[src/rtl/csa_pkg.sv]
package csa_pkg;

    localparam int FIRST_SLICE_W = 2;

    typedef struct packed {
        logic c;
        logic s;
    } fa_t;

    function automatic fa_t full_add(input logic x, input logic y, input logic ci);
        fa_t r;
        r.s = x ^ y ^ ci;
        r.c = (x & y) | (ci & (x ^ y));
        return r;
    endfunction

    function automatic int nominal_w(input int g);
        return (g == 0) ? FIRST_SLICE_W : g + 1;
    endfunction

    function automatic int clip_w(input int g, input int remaining);
        int nw;
        nw = nominal_w(g);
        return (nw < remaining) ? nw : remaining;
    endfunction

    function automatic int slice_lo(input int n, input int g);
        int lo;
        lo = 0;
        for (int j = 0; j < g; j++) begin
            if (lo < n) lo = lo + clip_w(j, n - lo);
        end
        return lo;
    endfunction

    function automatic int slice_w(input int n, input int g);
        int lo;
        lo = slice_lo(n, g);
        if (lo >= n) return 0;
        return clip_w(g, n - lo);
    endfunction

    function automatic int slice_count(input int n);
        int lo;
        int cnt;
        lo = 0;
        cnt = 0;
        for (int j = 0; j < n; j++) begin
            if (lo < n) begin
                lo = lo + clip_w(j, n - lo);
                cnt = cnt + 1;
            end
        end
        return cnt;
    endfunction

endpackage

[src/rtl/csa_ripple.sv]
module csa_ripple #(
    parameter int K = 4
) (
    input  logic [K-1:0] x,
    input  logic [K-1:0] y,
    input  logic         ci,
    output logic [K:0]   s
);
    logic [K:0] chain;
    assign chain[0] = ci;

    for (genvar i = 0; i < K; i++) begin : g_bit
        csa_pkg::fa_t fo;
        assign fo          = csa_pkg::full_add(x[i], y[i], chain[i]);
        assign s[i]        = fo.s;
        assign chain[i+1]  = fo.c;
    end

    assign s[K] = chain[K];
endmodule

[src/rtl/csa_excess1.sv]
module csa_excess1 #(
    parameter int K = 4
) (
    input  logic [K:0] d,
    output logic [K:0] q
);
    logic [K+1:0] below_ones;
    assign below_ones[0] = 1'b1;

    for (genvar i = 0; i <= K; i++) begin : g_bit
        assign below_ones[i+1] = below_ones[i] & d[i];
        assign q[i]            = d[i] ^ below_ones[i];
    end
endmodule

[src/rtl/csa_slice.sv]
module csa_slice #(
    parameter int K = 4
) (
    input  logic [K-1:0] x,
    input  logic [K-1:0] y,
    input  logic         sel,
    output logic [K:0]   r
);
    logic [K:0] zero_in;
    logic [K:0] one_in;

    csa_ripple #(.K(K)) u_rip (
        .x  (x),
        .y  (y),
        .ci (1'b0),
        .s  (zero_in)
    );

    csa_excess1 #(.K(K)) u_inc (
        .d (zero_in),
        .q (one_in)
    );

    assign r = sel ? one_in : zero_in;
endmodule

[src/rtl/sqrt_csel_adder.sv]
module sqrt_csel_adder #(
    parameter int WIDTH   = 16,
    parameter bit OUT_REG = 1'b1
) (
    input  logic             clk,
    input  logic             rst,
    input  logic [WIDTH-1:0] a,
    input  logic [WIDTH-1:0] b,
    input  logic             cin,
    output logic [WIDTH-1:0] sum,
    output logic             cout
);
    localparam int NSLICE = csa_pkg::slice_count(WIDTH);

    logic [NSLICE:0]  link;
    logic [WIDTH-1:0] sum_c;

    assign link[0] = cin;

    for (genvar g = 0; g < NSLICE; g++) begin : g_slice
        localparam int LO = csa_pkg::slice_lo(WIDTH, g);
        localparam int SW = csa_pkg::slice_w(WIDTH, g);
        logic [SW:0] res;

        if (g == 0) begin : g_base
            csa_ripple #(.K(SW)) u_base (
                .x  (a[LO +: SW]),
                .y  (b[LO +: SW]),
                .ci (link[0]),
                .s  (res)
            );
        end else begin : g_sel
            csa_slice #(.K(SW)) u_sl (
                .x   (a[LO +: SW]),
                .y   (b[LO +: SW]),
                .sel (link[g]),
                .r   (res)
            );
        end

        assign sum_c[LO +: SW] = res[SW-1:0];
        assign link[g+1]       = res[SW];
    end

    if (OUT_REG) begin : g_reg
        always_ff @(posedge clk) begin
            if (rst) begin
                sum  <= '0;
                cout <= 1'b0;
            end else begin
                sum  <= sum_c;
                cout <= link[NSLICE];
            end
        end
    end else begin : g_comb
        assign sum  = sum_c;
        assign cout = link[NSLICE];
    end
endmodule

[config.mk]
export PLATFORM = sky130hd
export DESIGN_NAME = sqrt_csel_adder
export DESIGN_NICKNAME = d
export VERILOG_FILES = /design/src/rtl/csa_pkg.sv /design/src/rtl/csa_ripple.sv /design/src/rtl/csa_excess1.sv /design/src/rtl/csa_slice.sv /design/src/rtl/sqrt_csel_adder.sv
export SDC_FILE = /design/constraint.sdc
export NUM_CORES = 1
export LEC_CHECK = 0
export BUFFER_PORTS_ARGS = -buffer_cell sky130_fd_sc_hd__buf_2
export CAP_MARGIN = 15
export CORE_MARGIN = 10
export CORE_UTILIZATION = 51
export CTS_BUF_LIST = sky130_fd_sc_hd__clkbuf_4 sky130_fd_sc_hd__clkbuf_8
export CTS_CLUSTER_SIZE = 12
export DETAILED_ROUTE_END_ITERATION = 7
export GPL_TIMING_DRIVEN = 1
export PLACE_DENSITY = 0.91
export SYNTH_ARGS = -nofsm -noshare
export SYNTH_HDL_FRONTEND = slang
export SYNTH_HIERARCHICAL = 1
export SYNTH_SLANG_ARGS = --single-unit
[constraint.sdc]
create_clock -name clk -period 3.8 [get_ports clk]
set_input_delay 0 -clock clk [delete_from_list [all_inputs] [get_ports clk]]
set_output_delay 0 -clock clk [all_outputs]
set_load 0.01 [all_outputs]
==> metrics.md, run 1 <==
| Metric | Value |
|---|---|
| HPWL after detailed placement | `2360 um` |
| Drt pass-1 iters | `3` |
| Maximum vdd drop | `0.000232 V` |
| GRT Residual Overflow | `0` |
| Syn Std Cell Area | `0.00140 sq mm` |
| RSZ-0062 raised after global routing | `false` |
| Post-Syn Nets | `199` |
| Core footprint | `between 0.002 and 0.003 sq mm` |
| Die area | `0.00523 sq mm` |
| FP Rows | `18` |
| Synth Instances | `about 140` |
| Placer Congestion | `0.734` |
| DR WL/cell | `11.9 um` |
| Cell Pwr Density | `372 mW/mm^2` |
| ANT cells | `0` |
| First-pass GRT wire length | `approximately 4500 um` |
| Initial Util | `54.8%` |
| Critical Path RT | `approximately 4.0 ns` |
| Routed vias/inst | `about 4.3` |
| Critical-path maximum fanout | `6` |
| Area share of the largest cell type after synthesis | `approximately a quarter` |
| Util after Layout | `66.6%` |
| Cell taking the most area after synthesis | `dfxtp_1` |
| CTS max path bufs | `2` |
| H-tree depth | `1` |
| Initial antenna violation count | `0` |
| Setup TNS | `0 ns` |
| Yosys warning count | `6` |
| Startpoint Class | `primary input` |
| Mapped Avg Cell Area | `~10 sq um` |
| CP Capture Type | `flip-flop` |
| CP Data Arrival Time | `3.07 ns` |
| Status | `finished clean` |
| I/O pin count | `52` |
| Ranking of synthesized cells by area | `dfxtp_1 24%, fa_1 23%, inv_1 13%` |
| Post_cts resized | `0` |
| Share of cells above drive strength 1 | `a little over two fifths` |
| Routed Antenna Nets | `0` |
| CTS tree | `built` |
| Pin count of the biggest net entering global routing | `18` |
| Routed vias | `961` |
| IO Port Bufs | `51` |
| Finish-stage setup viols | `0` |
| CTS root buf | `clkbuf_4` |
| Yosys cell types | `11` |
| Post-CTS Setup Bufs | `0` |
| Max-Cap Viols | `0` |
| Setup CP Type | `in2reg` |
| Worst-path clk slew | `0.10 ns` |
| Min-Delay Path Class | `in2reg` |
| CTS Buf Count | `3` |
| GRT Overall Usage | `10.6%` |
| Final period util | `75.9%` |
| Remaining DRCs | `0` |
| Leakage | `1.02 nW` |
| DR iter-0 viols | `31` |
| Final wirelength | `2620 um` |
| Chip Height | `72.3 um` |
| Pins Over Slew Limit | `0` |
| Max frequency | `about 0.35 GHz` |
| Die Wd | `a little over 70 um` |
| Fill count | `216` |
| Seq/Total Area, Yosys | `approximately a quarter` |
| Final Critical Period | `2.88 ns` |
| Synth-to-layout area growth | `21.5%` |
| Post-CTS Hold Buffers | `0` |
| Flop and latch count out of synthesis | `17` |
| Number of global-route vias before repair | `1105` |
| Clk sinks | `17` |
| Hold Vio Cnt, Final | `0` |
| Fin nets | `~250` |
-- final timing paths --
check / from / endpoint / slack, ns / cells past startpoint
min: rst / sum[11] / 0.06 / 2
max: b[2] / cout / 0.92 / 12
-- worst max-delay path: stages --
cell	delay [ns]
buf_2	0.07
inv_1	0.05
fa_1	0.45
fa_1	0.51
inv_1	0.06
ha_1	0.20
xor2_1	0.16
mux2_2	0.31
mux2_2	0.30
mux2_2	0.45
mux2_4	0.31
and2b_2	0.19
-- routing by layer --
| metal | track usage [%] | vias up | wire, um |
|---|---|---|---|
| met5 | 0 | - | 0 |
| met4 | 2.58 | 0 | 0 |
| met3 | 3.13 | 0 | 167 |
| met2 | 22.4 | 29 | 1550 |
| met1 | 9.07 | 443 | 908 |
| li1 | - | 489 | - |
-- where the power goes --
group          internal, mW  switching (mW)  leakage, nW  total (mW)
Sequential            0.213         0.00646        0.142       0.219
Clock                0.0479          0.0545       0.0184       0.102
Combinational         0.173           0.136        0.860       0.308
Total                 0.433           0.197         1.02       0.630
-- registers in the layout (all words and copies together) (netlist names) --
| name | count |
|---|---|
| sum | 16 |
| cout | 1 |
-- final cells by class --
cell class | instances | area (sq um) | area share (%)
clock buffer | 4 | 30.0 | 1.77
timing repair buffer | 51 | 255 | 15.1
inverter | 50 | 188 | 11.1
tap | 30 | 37.5 | 2.21
sequential | 17 | 340 | 20.1
multi-input combinational | 69 | 845 | 49.8
-- synth_stat cells --
master / n
mux2_2: 12
ha_1: 10
fa_1: 16
and2b_2: 7
nor2b_1: 10
buf_6: 2
inv_1: 50
mux2_4: 6
dfxtp_1: 17
conb_1: 4
xor2_1: 4
-- layout by cell type, fill, tap and decap left out --
| cell type | netlist | routed |
|---|---|---|
| dfxtp_1 | 17 | 17 |
| inv_1 | 50 | 50 |
| mux2_2 | 12 | 12 |
| fa_1 | 16 | 16 |
| buf_2 | 0 | 51 |
| mux2_4 | 6 | 6 |
| xor2_1 | 4 | 4 |
| and2b_2 | 7 | 7 |
| nor2b_1 | 10 | 10 |
| clkbuf_4 | 0 | 4 |
| conb_1 | 4 | 4 |
| ha_1 | 10 | 10 |
-- per-stage QoR --
step | worst slack, ns | area [sq um] | hold WS [ns] | instances | total power [mW]
6_report | 0.916 | 1700 | 0.0631 | 221 | 0.630
3_3_place_gp | 0.744 | 1670 | 0.356 | 217 | 0.523
5_1_grt | 0.826 | 1700 | 0.0772 | 221 | 0.683
4_1_cts | 0.906 | 1700 | 0.0633 | 221 | 0.640
3_5_place_dp | 0.594 | 1670 | 0.365 | 217 | 0.537
2_1_floorplan | 0.858 | 1400 | 0.191 | 138 | 0.452
-- cells by family after synthesis --
kind of cell / after synthesis / synth area share, %
buffers and inverters: 52 / 15.1
and+or+nand+nor: 17 / 8.88
adders and majority gates: 26 / 31.9
DFF: 17 / 24.4
xor gates and xnor gates: 4 / 2.51
other: 4 / 1.08
muxes: 18 / 16.1
(Power assumes the default switching activity.)
==> inputs of run 2 (changes only) <==
--- a/config.mk
+++ b/config.mk
@@ -5,6 +5,7 @@
 export SDC_FILE = /design/constraint.sdc
 export NUM_CORES = 1
 export LEC_CHECK = 0
+export ABC_AREA = 1
 export BUFFER_PORTS_ARGS = -buffer_cell sky130_fd_sc_hd__buf_2
 export CAP_MARGIN = 15
 export CORE_MARGIN = 10
==> constraint.sdc (replaced) <==
create_clock -name clk -period 2.69 [get_ports clk]
set_input_delay 0 -clock clk [delete_from_list [all_inputs] [get_ports clk]]
set_output_delay 0 -clock clk [all_outputs]
set_load 0.01 [all_outputs]
==> run 2 against run 1 <==
Worst hold slack barely moved. Sequential share of layout area fell by 0.58 points. Flip-flop and latch count did not move. Largest cell class unchanged. Total power rose by 37%. Non-clock buffer count rose by 2. Sequential power rose by 40%. Cell area rose by 3.0%. Synthesized cell count rose by 53%.
==> metrics.md, run 2 <==
| Metric | Value |
|---|---|
| Cell Count, Final, Fillers Out | `297 (+34%)` |
| CTS root buf | `clkbuf_4` |
| Critical Path Slowest Stage Cell | `fa_1` |
| Ranking of synthesized cells by area | `dfxtp_1 24%, fa_1 22%, inv_1 20%` |
| M3 GR Usage | `5.44% (+2.3 points)` |
| Mapped Avg Cell Area | `6.80 sq um (-33%)` |
| Yosys cell types | `10 (-1)` |
| WHS | `0.0634 ns (+0.000377 ns)` |
| IO Port Bufs | `51 (unchanged)` |
| Hold Path Depth | `2 (unchanged)` |
| Leakage | `1.20 nW (+18%)` |
| H-tree depth | `1 (unchanged)` |
| Synth Instances | `211 (+53%)` |
| Max-Cap Viols | `0 (unchanged)` |
| Seq/Total Area, Yosys | `23.7% (-0.68 points)` |
| Post-Syn Nets | `272 (+37%)` |
| Initial antenna violation count | `0 (unchanged)` |
| Critical Path, Cell by Cell | `buf_2 -> fa_1 -> inv_1 -> fa_1 -> inv_1 -> fa_1 -> fa_1 -> inv_1 -> fa_1 -> inv_1 -> ha_1 -> inv_1 -> nand2_1 -> nand2_1 -> nand2_1 -> nand2_1 -> inv_1 -> nor2_1` |
| Finish-stage setup viols | `0 (unchanged)` |
| Max FFs per register | `16 (unchanged)` |
| Syn Std Cell Area | `0.00144 sq mm (+2.9%)` |
| Met2 Usage GRT | `20.1% (-2.3 points)` |
| Util after Layout | `63.8% (-2.8 points)` |
| Core footprint | `0.00273 sq mm (+7.4%)` |
| Status | `finished clean` |
| Final Critical Period | `2.44 ns` |
| Most common cell in the netlist | `inv_1` |
| Chip Height | `73.0 um (+1.0%)` |
| Startpoint Class | `primary input` |
| FP Rows | `19 (+1)` |
| Dpl cells | `293 (+35%)` |
| Synth-to-layout area growth | `21.6% (about the same)` |
| Die Wd | `73.0 um (+1.0%)` |
| Final period util | `90.9%` |
| Post-synthesis compound-gate area fraction | `0% (unchanged)` |
| GRT Residual Overflow | `0 (unchanged)` |
| Most frequent cells in the layout | `75 x inv_1, 66 x nand2_1, 51 x buf_2` |
| Clk sinks | `17 (unchanged)` |
| Largest stage delay on the critical path | `0.41 ns (-0.10 ns)` |
| First-pass GRT wire length | `4910 um (+9.5%)` |
| Xor/xnor cell area share of the yosys netlist | `0% (-2.5 points)` |
| HPWL after detailed placement | `2540 um (+7.2%)` |
| Post-CTS Setup Bufs | `0 (unchanged)` |
| Asr flop ratio synth | `0% (unchanged)` |
| Initial Util | `52.5% (-2.3 points)` |
| Area share of the largest cell type after synthesis | `23.7% (-0.68 points)` |
| DR WL/cell | `9.35 um (-21%)` |
| Flop and latch count out of synthesis | `17 (unchanged)` |
| Fill count | `272 (+26%)` |
| Top cells by count, synth | `75 x inv_1, 66 x nand2_1, 17 x dfxtp_1, 17 x nor2_1, 16 x fa_1` |
| DR iter-0 viols | `31 (unchanged)` |
| Max frequency | `around 0.41 GHz` |
| Number of synthesized flops with an enable pin | `0 (unchanged)` |
| Critical Path RT | `2.87 ns (-1.11 ns)` |
| RSZ-0062 raised after global routing | `false` |
| Synth Area in Adders | `31.0% (-0.89 points)` |
| Post-route setup slack | `0.246 ns (-0.670 ns)` |
| Setup CP Type | `in2reg` |
| Place WS | `-0.0644 ns (-0.659 ns)` |
| Pwr Total | `864 uW (+37%)` |
| Maximum vdd drop | `0.000510 V (+120%)` |
| Routed Antenna Nets | `0 (unchanged)` |
| Simple-gate portion of the synthesized area | `21.7% (+13 points)` |
| Final wirelength | `2780 um (+6.0%)` |
| Share of cells above drive strength 1 | `22.9% (-19 points)` |
| Worst-path clk slew | `0.10 ns (about the same)` |
| CTS Buf Count | `3 (unchanged)` |
| Drt pass-1 iters | `4 (+1)` |
| Grt met1 use | `11.0% (+1.9 points)` |
| Number of global-route vias before repair | `1233 (+12%)` |
| CP Capture Type | `flip-flop` |
| Fin nets | `328 (+30%)` |
| Placer Congestion | `0.757 (+3.1%)` |
| Remaining DRCs | `0 (unchanged)` |
| I/O pin count | `52 (unchanged)` |
| ANT cells | `0 (unchanged)` |
| Biggest registers after layout | `sum (16), cout (1)` |
| Hold Vio Cnt, Final | `0 (unchanged)` |
| Yosys warning count | `6 (unchanged)` |
| CTS max path bufs | `2 (unchanged)` |
| Combinational family with the most area after synthesis | `adder cells` |
| Pin count of the biggest net entering global routing | `18 (unchanged)` |
| Routed vias/inst | `4.07 (-6.3%)` |
| Routed vias | `1210 (+26%)` |
| Cell mode on critical path | `inv_1` |
| Post-CTS Hold Buffers | `0 (unchanged)` |
| Commonest non-fill, non-tap cell in the layout | `inv_1` |
| Leading register cell type out of synthesis | `dfxtp_1` |
| Pins Over Slew Limit | `0 (unchanged)` |
| Min-Delay Path Class | `in2reg` |
| CP Data Arrival Time | `2.62 ns (-0.45 ns)` |
| CTS tree | `built` |
| Post-synthesis mux area share | `0% (-16 points)` |
| Most flops, register | `sum` |
| Die area | `0.00534 sq mm (+2.1%)` |
| GRT Overall Usage | `11.1% (+0.52 points)` |
| Cell Pwr Density | `495 mW/mm^2 (+33%)` |
| Critical-path maximum fanout | `2 (-4)` |
| Gr busiest metal | `met2` |
| Cell taking the most area after synthesis | `dfxtp_1` |
| Post_cts resized | `0 (unchanged)` |
[run 2: critical path, delay by kind of cell]
| kind | cells | cell delay, ns |
|---|---|---|
| adder cells (fa/ha/maj) | 6 | 1.91 |
| AND/OR/NAND/NOR | 5 | 0.23 |
| buffers and inverters | 7 | 0.49 |
[run 2: area by class of cell]
class | count | area, sq um | area share, %
repair buffers | 53 | 270 | 15.5
multi-input cells | 113 | 772 | 44.2
clock inverters | 1 | 5.00 | 0.287
inverters | 79 | 297 | 17.0
clock buffers | 3 | 22.5 | 1.29
flip-flops and latches | 17 | 340 | 19.5
well taps | 31 | 38.8 | 2.22
[run 2: metrics by stage]
step,instance area [sq um],TNS (ns)
after detailed placement,1720,-0.0672
final,1750,0
after global placement,1720,0
after global routing,1750,0
after floorplan,1440,0
after CTS,1750,0
[run 2: where the power goes]
part	switching (mW)	total, mW	internal [mW]
combinational	0.248	0.422	0.174
sequential	0.00971	0.307	0.298
clock	0.0795	0.135	0.0553
[run 2: worst paths after layout]
kind,from,slack (ns),end
worst min-delay path,rst,0.06,sum[14]
worst max-delay path,b[11],0.25,cout
[run 2: kinds of logic after synthesis]
family,after synthesis
other cells,4
flops,17
simple gates,83
fa+ha+maj,26
buf+inv,81
[run 2: layer usage]
layer | share of wire (%) | wire length (um)
met1 | 37 | 1040
met2 | 51 | 1410
met3 | 11 | 306
met5 | 0 | 0
met4 | 0.86 | 24
==> inputs of run 3 (changes only) <==
--- a/config.mk
+++ b/config.mk
@@ -5,16 +5,16 @@
 export SDC_FILE = /design/constraint.sdc
 export NUM_CORES = 1
 export LEC_CHECK = 0
-export ABC_AREA = 1
 export BUFFER_PORTS_ARGS = -buffer_cell sky130_fd_sc_hd__buf_2
 export CAP_MARGIN = 15
 export CORE_MARGIN = 10
-export CORE_UTILIZATION = 51
+export CORE_UTILIZATION = 40
 export CTS_BUF_LIST = sky130_fd_sc_hd__clkbuf_4 sky130_fd_sc_hd__clkbuf_8
 export CTS_CLUSTER_SIZE = 12
 export DETAILED_ROUTE_END_ITERATION = 7
 export GPL_TIMING_DRIVEN = 1
-export PLACE_DENSITY = 0.91
+export MAX_ROUTING_LAYER = met4
+export PLACE_DENSITY = 0.76
 export SYNTH_ARGS = -nofsm -noshare
 export SYNTH_HDL_FRONTEND = slang
 export SYNTH_HIERARCHICAL = 1
==> run 3 against run 2 <==
First-iteration DRC count fell by 29%. Flip-flop and latch count is the same. Cell area grew 1.9%.
==> metrics.md, run 3 (synthesized netlist as in run 1, its figures left out) <==
| Metric | Value |
|---|---|
| DR WL/cell | `10.3 um (+11%)` |
| CTS root buf | `clkbuf_4` |
| CTS max path bufs | `2 (unchanged)` |
| Final Critical Period | `2.60 ns (+0.159 ns)` |
| Pins Over Slew Limit | `0 (unchanged)` |
| CP Capture Type | `flip-flop` |
| Cell mode on critical path | `mux2_4` |
| WHS | `0.0765 ns (+0.0130 ns)` |
| Fill count | `331 (+22%)` |
| Critical Path Slowest Stage Cell | `fa_1` |
| DR iter-0 viols | `22 (-29%)` |
| Routed vias/inst | `3.90 (-4.2%)` |
| Post-route setup slack | `0.0867 ns (-0.159 ns)` |
| Critical-path maximum fanout | `6 (+4)` |
| Remaining DRCs | `0 (unchanged)` |
| Initial Util | `41.5% (-11 points)` |
| Core footprint | `0.00336 sq mm (+23%)` |
| Pwr Total | `915 uW (+5.9%)` |
| Die Wd | `79.1 um (+8.2%)` |
| IO Port Bufs | `51 (unchanged)` |
| Most flops, register | `sum` |
| Hold Path Origin | `rst` |
| Largest stage delay on the critical path | `0.51 ns (+0.10 ns)` |
| Fin nets | `257 (-22%)` |
| Synth-to-layout area growth | `27.5%` |
| Cell Pwr Density | `514 mW/mm^2 (+3.9%)` |
| HPWL after detailed placement | `2240 um (-12%)` |
| I/O pin count | `52 (unchanged)` |
| CP Launch Point | `a[2]` |
| First-pass GRT wire length | `4470 um (-8.8%)` |
| Crit path capture | `sum[15]` |
| Final wirelength | `2490 um (-10%)` |
| Initial antenna violation count | `0 (unchanged)` |
| FP Rows | `21 (+2)` |
| Most frequent cells in the layout | `50 x buf_2, 47 x inv_1, 17 x dfxtp_1` |
| Post-CTS Setup Bufs | `0 (unchanged)` |
| CTS tree | `built` |
| Critical Path RT | `2.87 ns (about the same)` |
| Share of cells above drive strength 1 | `47.2% (+24 points)` |
| Finish-stage setup viols | `0 (unchanged)` |
| Biggest registers after layout | `sum (16), cout (1)` |
| Status | `finished clean` |
| Hold Vio Cnt, Final | `0 (unchanged)` |
| Startpoint Class | `primary input` |
| Setup TNS | `0 ns (unchanged)` |
| Final period util | `96.8% (+5.9 points)` |
| Routed Antenna Nets | `0 (unchanged)` |
| Pin count of the biggest net entering global routing | `18 (unchanged)` |
| Placer Congestion | `0.742 (-1.9%)` |
| GRT Residual Overflow | `0 (unchanged)` |
| Die area | `0.00625 sq mm (+17%)` |
| Max frequency | `0.384 GHz (-6.1%)` |
| CTS Buf Count | `3 (unchanged)` |
| Drt pass-1 iters | `3 (-1)` |
| Leakage | `1.05 nW (-13%)` |
| Chip Height | `79.1 um (+8.2%)` |
| Routed vias | `941 (-22%)` |
| H-tree depth | `1 (unchanged)` |
| Maximum vdd drop | `0.000203 V (-60%)` |
| ANT cells | `0 (unchanged)` |
| WP buf/inv | `3 (-4)` |
| Critical Path, Cell by Cell | `buf_4 -> inv_8 -> fa_2 -> fa_1 -> inv_1 -> ha_2 -> xor2_1 -> mux2_4 -> mux2_4 -> mux2_4 -> mux2_4 -> and2b_2` |
| Worst-path clk slew | `0.10 ns (about the same)` |
| GRT Overall Usage | `8.65% (-2.4 points)` |
| Clk sinks | `17 (unchanged)` |
| Setup CP Type | `in2reg` |
| Hold Path Depth | `2 (unchanged)` |
| Number of global-route vias before repair | `1086 (-12%)` |
| Stages on the worst setup path | `12 (-6)` |
| CP Data Arrival Time | `2.79 ns (+0.17 ns)` |
| Min-Delay Path Class | `in2reg` |
| Max-Cap Viols | `0 (unchanged)` |
| Commonest non-fill, non-tap cell in the layout | `buf_2` |
| Top delay family on crit path | `multiplexers` |
| Place WS | `-0.253 ns (-0.188 ns)` |
| Max FFs per register | `16 (unchanged)` |
| Util after Layout | `52.9% (-11 points)` |
| RSZ-0062 raised after global routing | `false` |
==> run 3: cell count changes in the layout (fill, tap and decap cells not counted), moves of 9 or more <==
| cell | before | now |
|---|---|---|
| mux2_4 | 0 | 9 |
| nor2b_1 | 0 | 10 |
| nand2_1 | 66 | 0 |
| mux2_2 | 0 | 9 |
| inv_1 | 75 | 47 |
| nor2_1 | 17 | 0 |
==> run 3: through the flow <==
stage / instance area (sq um) / cells
global placement: 1740 / 237
finish: 1780 / 241
detailed placement: 1740 / 237
CTS: 1770 / 241
global route: 1780 / 241
floorplan: 1420 / 138
==> run 3: routing by layer <==
metal	part of all wire, %	up-vias	track usage [%]	wire length (um)
met5	0	-	-	0
met4	1.3	0	3.23	33
met3	3.9	2	1.13	97
met2	51	27	15.2	1280
met1	43	415	9.79	1080
li1	-	497	-	-
==> run 3: worst min path at each step <==
| stage | slack, ns | to |
|---|---|---|
| floorplan | 0.19 | sum[10] |
| global placement | 0.37 | sum[12] |
| detailed placement | 0.37 | sum[14] |
| CTS | 0.07 | sum[12] |
| global route | 0.08 | sum[8] |
| finish | 0.08 | sum[9] |
==> run 3: timing repair <==
item | CTS | global route
hold buffers | 0 | 0
resized for setup | 0 | 4
setup endpoints to repair | 0 | 3
==> run 3: power breakdown <==
group          total [mW]  leakage, nW  switching (mW)  internal [mW]
Clock               0.143       0.0184          0.0758         0.0675
Combinational       0.460        0.886           0.194          0.266
Sequential          0.312        0.142          0.0107          0.301
Total               0.915         1.05           0.280          0.635
==> run 3: area by class of cell <==
type	count	area (sq um)	area share (%)
Inverter	50	195	11.0
Tap cell	46	57.6	3.23
Timing Repair Buffer	55	288	16.2
Multi-Input combinational cell	69	868	48.8
Sequential cell	17	340	19.1
Clock buffer	4	30.0	1.69
